**config.mk**
```make
export PLATFORM = sky130hd
export DESIGN_NAME = txd_dom_guard
export DESIGN_NICKNAME = d
export VERILOG_FILES = /design/src/rtl/txd_guard_pkg.sv /design/src/rtl/txd_guard_sync.sv /design/src/rtl/txd_guard_counter.sv /design/src/rtl/txd_dom_guard.sv
export SDC_FILE = /design/constraint.sdc
export NUM_CORES = 1
export LEC_CHECK = 0
export CAP_MARGIN = 20
export CORE_AREA = 3 3 60 62
export DETAILED_ROUTE_END_ITERATION = 8
export DIE_AREA = 0 0 63 65
export PLACE_DENSITY = 0.78
export SYNTH_ARGS = -nofsm -noshare
export SYNTH_HDL_FRONTEND = slang
export SYNTH_SLANG_ARGS = --single-unit
```
**constraint.sdc**
```tcl
create_clock -name clk_i -period 1.8 [get_ports clk_i]
set_clock_uncertainty 0.2 [all_clocks]
set_input_delay 0.27 -clock clk_i [delete_from_list [all_inputs] [get_ports clk_i]]
set_output_delay 0.27 -clock clk_i [all_outputs]
set_load 0.05 [all_outputs]
```
**src/rtl/txd_guard_pkg.sv**
```systemverilog
package txd_guard_pkg;

    typedef struct packed {
        logic drv;
        logic fault;
        logic armed;
    } guard_state_t;

    // Cycles for a duration in microseconds at a clock given in kHz, at least one.
    function automatic int unsigned us_to_cycles(input int unsigned clk_khz,
                                                 input int unsigned dur_us);
        logic [63:0] prod;
        logic [63:0] cyc;
        prod = 64'(clk_khz) * 64'(dur_us);
        cyc  = prod / 64'd1000;
        if (cyc == 64'd0) begin
            cyc = 64'd1;
        end
        return 32'(cyc);
    endfunction

endpackage

```
**src/rtl/txd_guard_sync.sv**
```systemverilog
module txd_guard_sync #(
    parameter int unsigned WIDTH = 1,
    parameter logic [WIDTH-1:0] RST_VAL = '0
) (
    input  logic             clk_i,
    input  logic             rst_i,
    input  logic [WIDTH-1:0] d_i,
    output logic [WIDTH-1:0] q_o
);
    logic [WIDTH-1:0] meta_q;
    logic [WIDTH-1:0] stab_q;

    always_ff @(posedge clk_i) begin
        if (rst_i) begin
            meta_q <= RST_VAL;
            stab_q <= RST_VAL;
        end else begin
            meta_q <= d_i;
            stab_q <= meta_q;
        end
    end

    assign q_o = stab_q;
endmodule

```
**src/rtl/txd_guard_counter.sv**
```systemverilog
module txd_guard_counter #(
    parameter int unsigned LIMIT = 4
) (
    input  logic clk_i,
    input  logic rst_i,
    input  logic clr_i,
    input  logic inc_i,
    output logic full_o
);
    localparam int unsigned CW = (LIMIT < 1) ? 1 : $clog2(LIMIT + 1);
    localparam logic [CW-1:0] LIM = CW'(LIMIT);

    logic [CW-1:0] cnt_d;
    logic [CW-1:0] cnt_q;

    always_comb begin
        cnt_d = cnt_q;
        if (clr_i) begin
            cnt_d = '0;
        end else if (inc_i && (cnt_q != LIM)) begin
            cnt_d = cnt_q + 1'b1;   // saturates at LIM
        end
    end

    always_ff @(posedge clk_i) begin
        if (rst_i) begin
            cnt_q <= '0;
        end else begin
            cnt_q <= cnt_d;
        end
    end

    assign full_o = (cnt_q == LIM);
endmodule

```
**src/rtl/txd_dom_guard.sv**
```systemverilog
module txd_dom_guard #(
    parameter int unsigned CLK_KHZ        = 50000,
    parameter int unsigned DOM_TIMEOUT_US = 18400,
    parameter int unsigned REC_QUAL_US    = 10
) (
    input  logic clk_i,
    input  logic rst_i,
    input  logic txd_i,
    input  logic thermal_i,
    input  logic sleep_i,
    output logic drv_dom_o,
    output logic timeout_o
);
    import txd_guard_pkg::*;

    localparam int unsigned DOM_CYC = us_to_cycles(CLK_KHZ, DOM_TIMEOUT_US);
    localparam int unsigned REC_CYC = us_to_cycles(CLK_KHZ, REC_QUAL_US);

    logic [2:0] raw_w;
    logic [2:0] sync_w;
    logic       txd_s;
    logic       block_s;
    logic       dom_full;
    logic       rec_full;
    logic       rec_clr;

    guard_state_t st_d;
    guard_state_t st_q;

    // Synchronised copies reset to recessive and ungated.
    assign raw_w = {sleep_i, thermal_i, txd_i};

    txd_guard_sync #(
        .WIDTH  (3),
        .RST_VAL(3'b001)
    ) sync_i (
        .clk_i(clk_i),
        .rst_i(rst_i),
        .d_i  (raw_w),
        .q_o  (sync_w)
    );

    assign txd_s   = sync_w[0];
    assign block_s = sync_w[1] | sync_w[2];

    // Counts consecutive low samples, independent of gating.
    txd_guard_counter #(
        .LIMIT(DOM_CYC)
    ) dom_cnt_i (
        .clk_i (clk_i),
        .rst_i (rst_i),
        .clr_i (txd_s),
        .inc_i (!txd_s),
        .full_o(dom_full)
    );

    // Counts consecutive high samples while the fault is held.
    assign rec_clr = !st_q.fault || !txd_s || rec_full;

    txd_guard_counter #(
        .LIMIT(REC_CYC)
    ) rec_cnt_i (
        .clk_i (clk_i),
        .rst_i (rst_i),
        .clr_i (rec_clr),
        .inc_i (1'b1),
        .full_o(rec_full)
    );

    always_comb begin
        st_d = st_q;

        if (!st_q.fault && !txd_s && dom_full) begin
            st_d.fault = 1'b1;
        end else if (st_q.fault && txd_s && rec_full) begin
            st_d.fault = 1'b0;
        end

        if (block_s) begin
            st_d.armed = 1'b0;
        end else if (txd_s) begin
            st_d.armed = 1'b1;
        end

        st_d.drv = !txd_s && st_q.armed && !block_s && !st_d.fault;
    end

    always_ff @(posedge clk_i) begin
        if (rst_i) begin
            st_q <= '{drv: 1'b0, fault: 1'b0, armed: 1'b1};
        end else begin
            st_q <= st_d;
        end
    end

    assign drv_dom_o = st_q.drv;
    assign timeout_o = st_q.fault;
endmodule

```
==> parameters.txt <==
Parameter                              Value

Clocking
  CTS tree ... done
  Number of buffers on the longest clock path ... 2
  Worst-skew pair later-pin latency ... 0.34 ns
  Clock slew at the register clock pins of the worst setup and hold paths ... 0.11 ns
  Cts bufs inserted ... 5
  Clock Sink Count ... 38
  H-tree level count ... 2
  Clk Tree Root Cell ... sky130_fd_sc_hd__clkbuf_4

Cells and area
  Footprint of the multi-input gates ... 927.1 um^2
  Final non-filler cell total ... 266
  Final antenna diode count ... 0
  Number of inserted filler cells in the final layout ... 251
  Area taken by flip-flops and latches ... 782.0 um^2
  Area delta synth->final ... 29.36%
  Layout cell share with drive strength beyond 1 ... 0.3423
  Cell area after layout ... 2133 um^2
  NumNets Final ... 230

Critical path
  Cell count along the critical path ... 5
  Buffers & Inverters on Critical Path ... 1
  Critical path fanouts, max ... 4
  Chain of cells forming the critical path ... buf_4 > nor4_2 > and4_2 > and2_4 > o21ai_0
  Family with the most delay on the worst path ... simple AND/OR/NAND/NOR gates
  Setup crit end kind ... flop
  Critical path's slowest cell ... sky130_fd_sc_hd__nor4_2
  Biggest cell delay along the critical path ... 0.40 ns
  Data arrival time of the critical path ... 1.83 ns
  Cell count of the worst reg-to-reg path ... 5
  Type of the setup path with the least slack ... reg2reg
  Required time reported for the critical path endpoint ... 1.82 ns
  Type of origin of the critical path ... flop

Synthesis
  Flip-flop cell with the highest count after synthesis ... sky130_fd_sc_hd__dfxtp_1
  Seq/Total Area, Yosys ... 0.4613
  Instance count of the mapped netlist ... 181
  Async set-reset flop share out of synthesis ... 0
  Dominant cell type by area after synthesis ... sky130_fd_sc_hd__dfxtp_1
  Synthesized cell area ... 1649 um^2
  Number of warnings printed during yosys synthesis ... 0
  Register bit count reported by yosys ... 38
  Number of enable-type register cells in the synthesized netlist ... 0
  Cell types occupying the most area after synthesis ... sky130_fd_sc_hd__dfxtp_1 46%, sky130_fd_sc_hd__nor2_1 5.9%, sky130_fd_sc_hd__xnor2_1 5.8%, sky130_fd_sc_hd__nand3_1 4.2%, sky130_fd_sc_hd__xor2_1 3.2%
  Cell types with the highest counts after synthesis ... 38 x sky130_fd_sc_hd__dfxtp_1, 26 x sky130_fd_sc_hd__nor2_1, 14 x sky130_fd_sc_hd__nand3_1
  Post-synth top area share ... 0.4613
  Post-synthesis average cell area ... 9.111 um^2
  Most frequent cell after synthesis ... sky130_fd_sc_hd__dfxtp_1
  Number of distinct library cell variants in the gate-level netlist after synthesis ... 37
  Post-synthesis net count ... 190

Floorplanning
  Width of the die ... 63 um
  Number of placement rows ... 20
  Initial cell density of the core ... 0.5358
  Die Ht ... 65 um
  IO Pins ... 7
  Area of the core ... 3078 um^2
  Area of the die ... 4095 um^2

STA
  Total count of hold-check failures in the final report ... 0
  Min Hold Slack ... 0.2214 ns
  Shortest period the worst path allows ... 1.811 ns
  Portion of the clock cycle consumed by the worst path in the final layout ... 1.006
  Final Worst Setup Slack ... -0.01118 ns
  Final count of pins violating max slew ... 0
  Worst Tran Pin Value ... 0.4849 ns
  Total setup violations reported at the end of the flow ... 2
  Relative slew slack ... 0.6755
  Timing-limited maximum frequency ... 0.5521 GHz
  Unrepaired setup endpoints after global routing ... yes
  Total negative slack for setup checks ... -0.01565 ns

Route
  Average wire per standard cell ... 13.73 um
  Antenna Nets Post-Route ... 0
  Via total after detailed routing ... 1445
  Number of vias per cell ... 5.432
  First-pass iteration count of the detailed router ... 4
  # DRC ... 0
  Detailed Route WL ... 3651 um
  1st-iter DRT viols ... 44

Run status
  Violated checks ... negative setup slack
  Status ... finished, violations left

Power
  Max rail drop VDD ... 0.4220 mV
  Leakage power total ... 0.7321 nW
  Power Dens Cells ... 633.0 nW/um^2

Min path
  Hold/Removal Path Class ... reg2reg
  Hold Path Cell Cnt ... 1

Global routing
  Maximum number of pins on one net before global-route repair ... 13
  GRT Total Usage ... 0.1863
  Number of global-route vias before repair ... 1403
  Global-route wire length before repair ... 5968 um
  Initial antenna violation count ... 0
  Congestion Overflow GR ... 0

Place
  Routability congestion estimate ... 0.8159
  DPL Wire Length ... 2693 um
  Cell area after placement ... 1963 um^2
  Cell Count Post-Placement ... 253
  Number of port buffers ... 6

Run
  Number of maximum-capacitance constraint violations ... 0
==> worst paths after layout <==
kind                                         start  slack, ns                         endpoint
hold / removal         sync_i.meta_q[0]$_SDFF_PP1_       0.22         sync_i.q_o[0]$_SDFF_PP1_
setup / recovery  dom_cnt_i.cnt_q[12]$_SDFFE_PP0P_      -0.01  dom_cnt_i.cnt_q[1]$_SDFFE_PP0P_
hold reg to reg        sync_i.meta_q[0]$_SDFF_PP1_       0.22         sync_i.q_o[0]$_SDFF_PP1_
setup reg to reg  dom_cnt_i.cnt_q[12]$_SDFFE_PP0P_      -0.01  dom_cnt_i.cnt_q[1]$_SDFFE_PP0P_
==> repair_timing <==
| action | 4_1_cts | 5_1_grt |
|---|---|---|
| resized for setup | 3 | 20 |
| setup buffers | 1 | 4 |
| setup endpoints to repair | 2 | 17 |
| pin swaps | 3 | 5 |
| hold buffers | 0 | 0 |
==> kinds of logic (layout without fill, tap and decap cells) <==
| kind of cell | Yosys count | in the layout | synth area share |
|---|---|---|---|
| buf+inv | 10 | 51 | 0.02276 |
| fa+ha+maj | 4 | 4 | 0.03035 |
| xor+xnor | 17 | 17 | 0.09029 |
| compound gates | 18 | 18 | 0.06829 |
| simple gates | 94 | 94 | 0.3270 |
| flops | 38 | 38 | 0.4613 |
==> layout by cell type (no fill, tap or decap), types with 2 or more instances in the layout <==
| cell | instances |
|---|---|
| sky130_fd_sc_hd__ha_1 | 3 |
| sky130_fd_sc_hd__nand3_1 | 11 |
| sky130_fd_sc_hd__xnor2_1 | 11 |
| sky130_fd_sc_hd__clkdlybuf4s50_1 | 4 |
| sky130_fd_sc_hd__or3_1 | 2 |
| sky130_fd_sc_hd__a21oi_1 | 3 |
| sky130_fd_sc_hd__or3_4 | 3 |
| sky130_fd_sc_hd__nor2_1 | 26 |
| sky130_fd_sc_hd__nand2_1 | 8 |
| sky130_fd_sc_hd__or2_2 | 4 |
| sky130_fd_sc_hd__buf_4 | 32 |
| sky130_fd_sc_hd__nor2b_1 | 5 |
| sky130_fd_sc_hd__and4_1 | 2 |
| sky130_fd_sc_hd__o21ai_0 | 5 |
| sky130_fd_sc_hd__dfxtp_1 | 27 |
| sky130_fd_sc_hd__dfxtp_2 | 8 |
| sky130_fd_sc_hd__nand3_2 | 3 |
| sky130_fd_sc_hd__nor3b_1 | 2 |
| sky130_fd_sc_hd__nand4_1 | 5 |
| sky130_fd_sc_hd__clkbuf_4 | 5 |
| sky130_fd_sc_hd__and4_2 | 2 |
| sky130_fd_sc_hd__o31ai_1 | 3 |
| sky130_fd_sc_hd__a21oi_2 | 3 |
| sky130_fd_sc_hd__xor2_1 | 6 |
| sky130_fd_sc_hd__dfxtp_4 | 3 |
| sky130_fd_sc_hd__nor4_1 | 3 |
| sky130_fd_sc_hd__inv_1 | 7 |
==> worst reg2reg max path, delay by kind of cell (launching register included) <==
kind                   cells  cell delay (ns)
AOI/OAI and AO/OA          1             0.10
DFF                        1             0.36
buffers and inverters      1             0.13
and+or+nand+nor            3             0.91
==> area by class of cell <==
| class | instances | area share |
|---|---|---|
| Timing Repair Buffer | 36 | 0.1314 |
| Multi-Input combinational cell | 133 | 0.4346 |
| Sequential cell | 38 | 0.3666 |
| Tap cell | 44 | 0.02581 |
| Clock inverter | 2 | 0.005279 |
| Clock buffer | 6 | 0.02405 |
| Inverter | 7 | 0.01232 |
==> report_power, final <==
| group | switching, mW | internal (mW) |
|---|---|---|
| Combinational | 0.0175 | 0.0192 |
| Clock | 0.277 | 0.189 |
| Sequential | 0.00312 | 0.845 |
==> registers in the layout, summed over array words and instances, names as in the netlist <==
register,flops
dom_cnt_i.cnt_q,20
rec_cnt_i.cnt_q,9
sync_i.meta_q,3
sync_i.q_o,3
drv_dom_o,1
st_q,1
timeout_o,1
==> per-layer routing <==
| layer | vias up | routed length, um | GRT usage |
|---|---|---|---|
| met5 | - | 0 | 0 |
| met2 | 21 | 1957 | 0.3491 |
| met4 | 0 | 118 | 0.07989 |
| li1 | 716 | - | - |
| met1 | 697 | 1474 | 0.1981 |
| met3 | 11 | 101 | 0.04333 |
==> per-stage QoR <==
stage                       util  power (mW)  worst slack (ns)
after global placement    0.6378      0.9035         0.0006937
after floorplan                -      0.8869          -0.01899
final                     0.6931       1.350          -0.01118
after CTS                 0.6622       1.361          0.003552
after detailed placement  0.6378      0.9052           -0.1446
after global routing      0.6931       1.404          -0.08024
No activity file was read; power rests on OpenSTA's default activity.
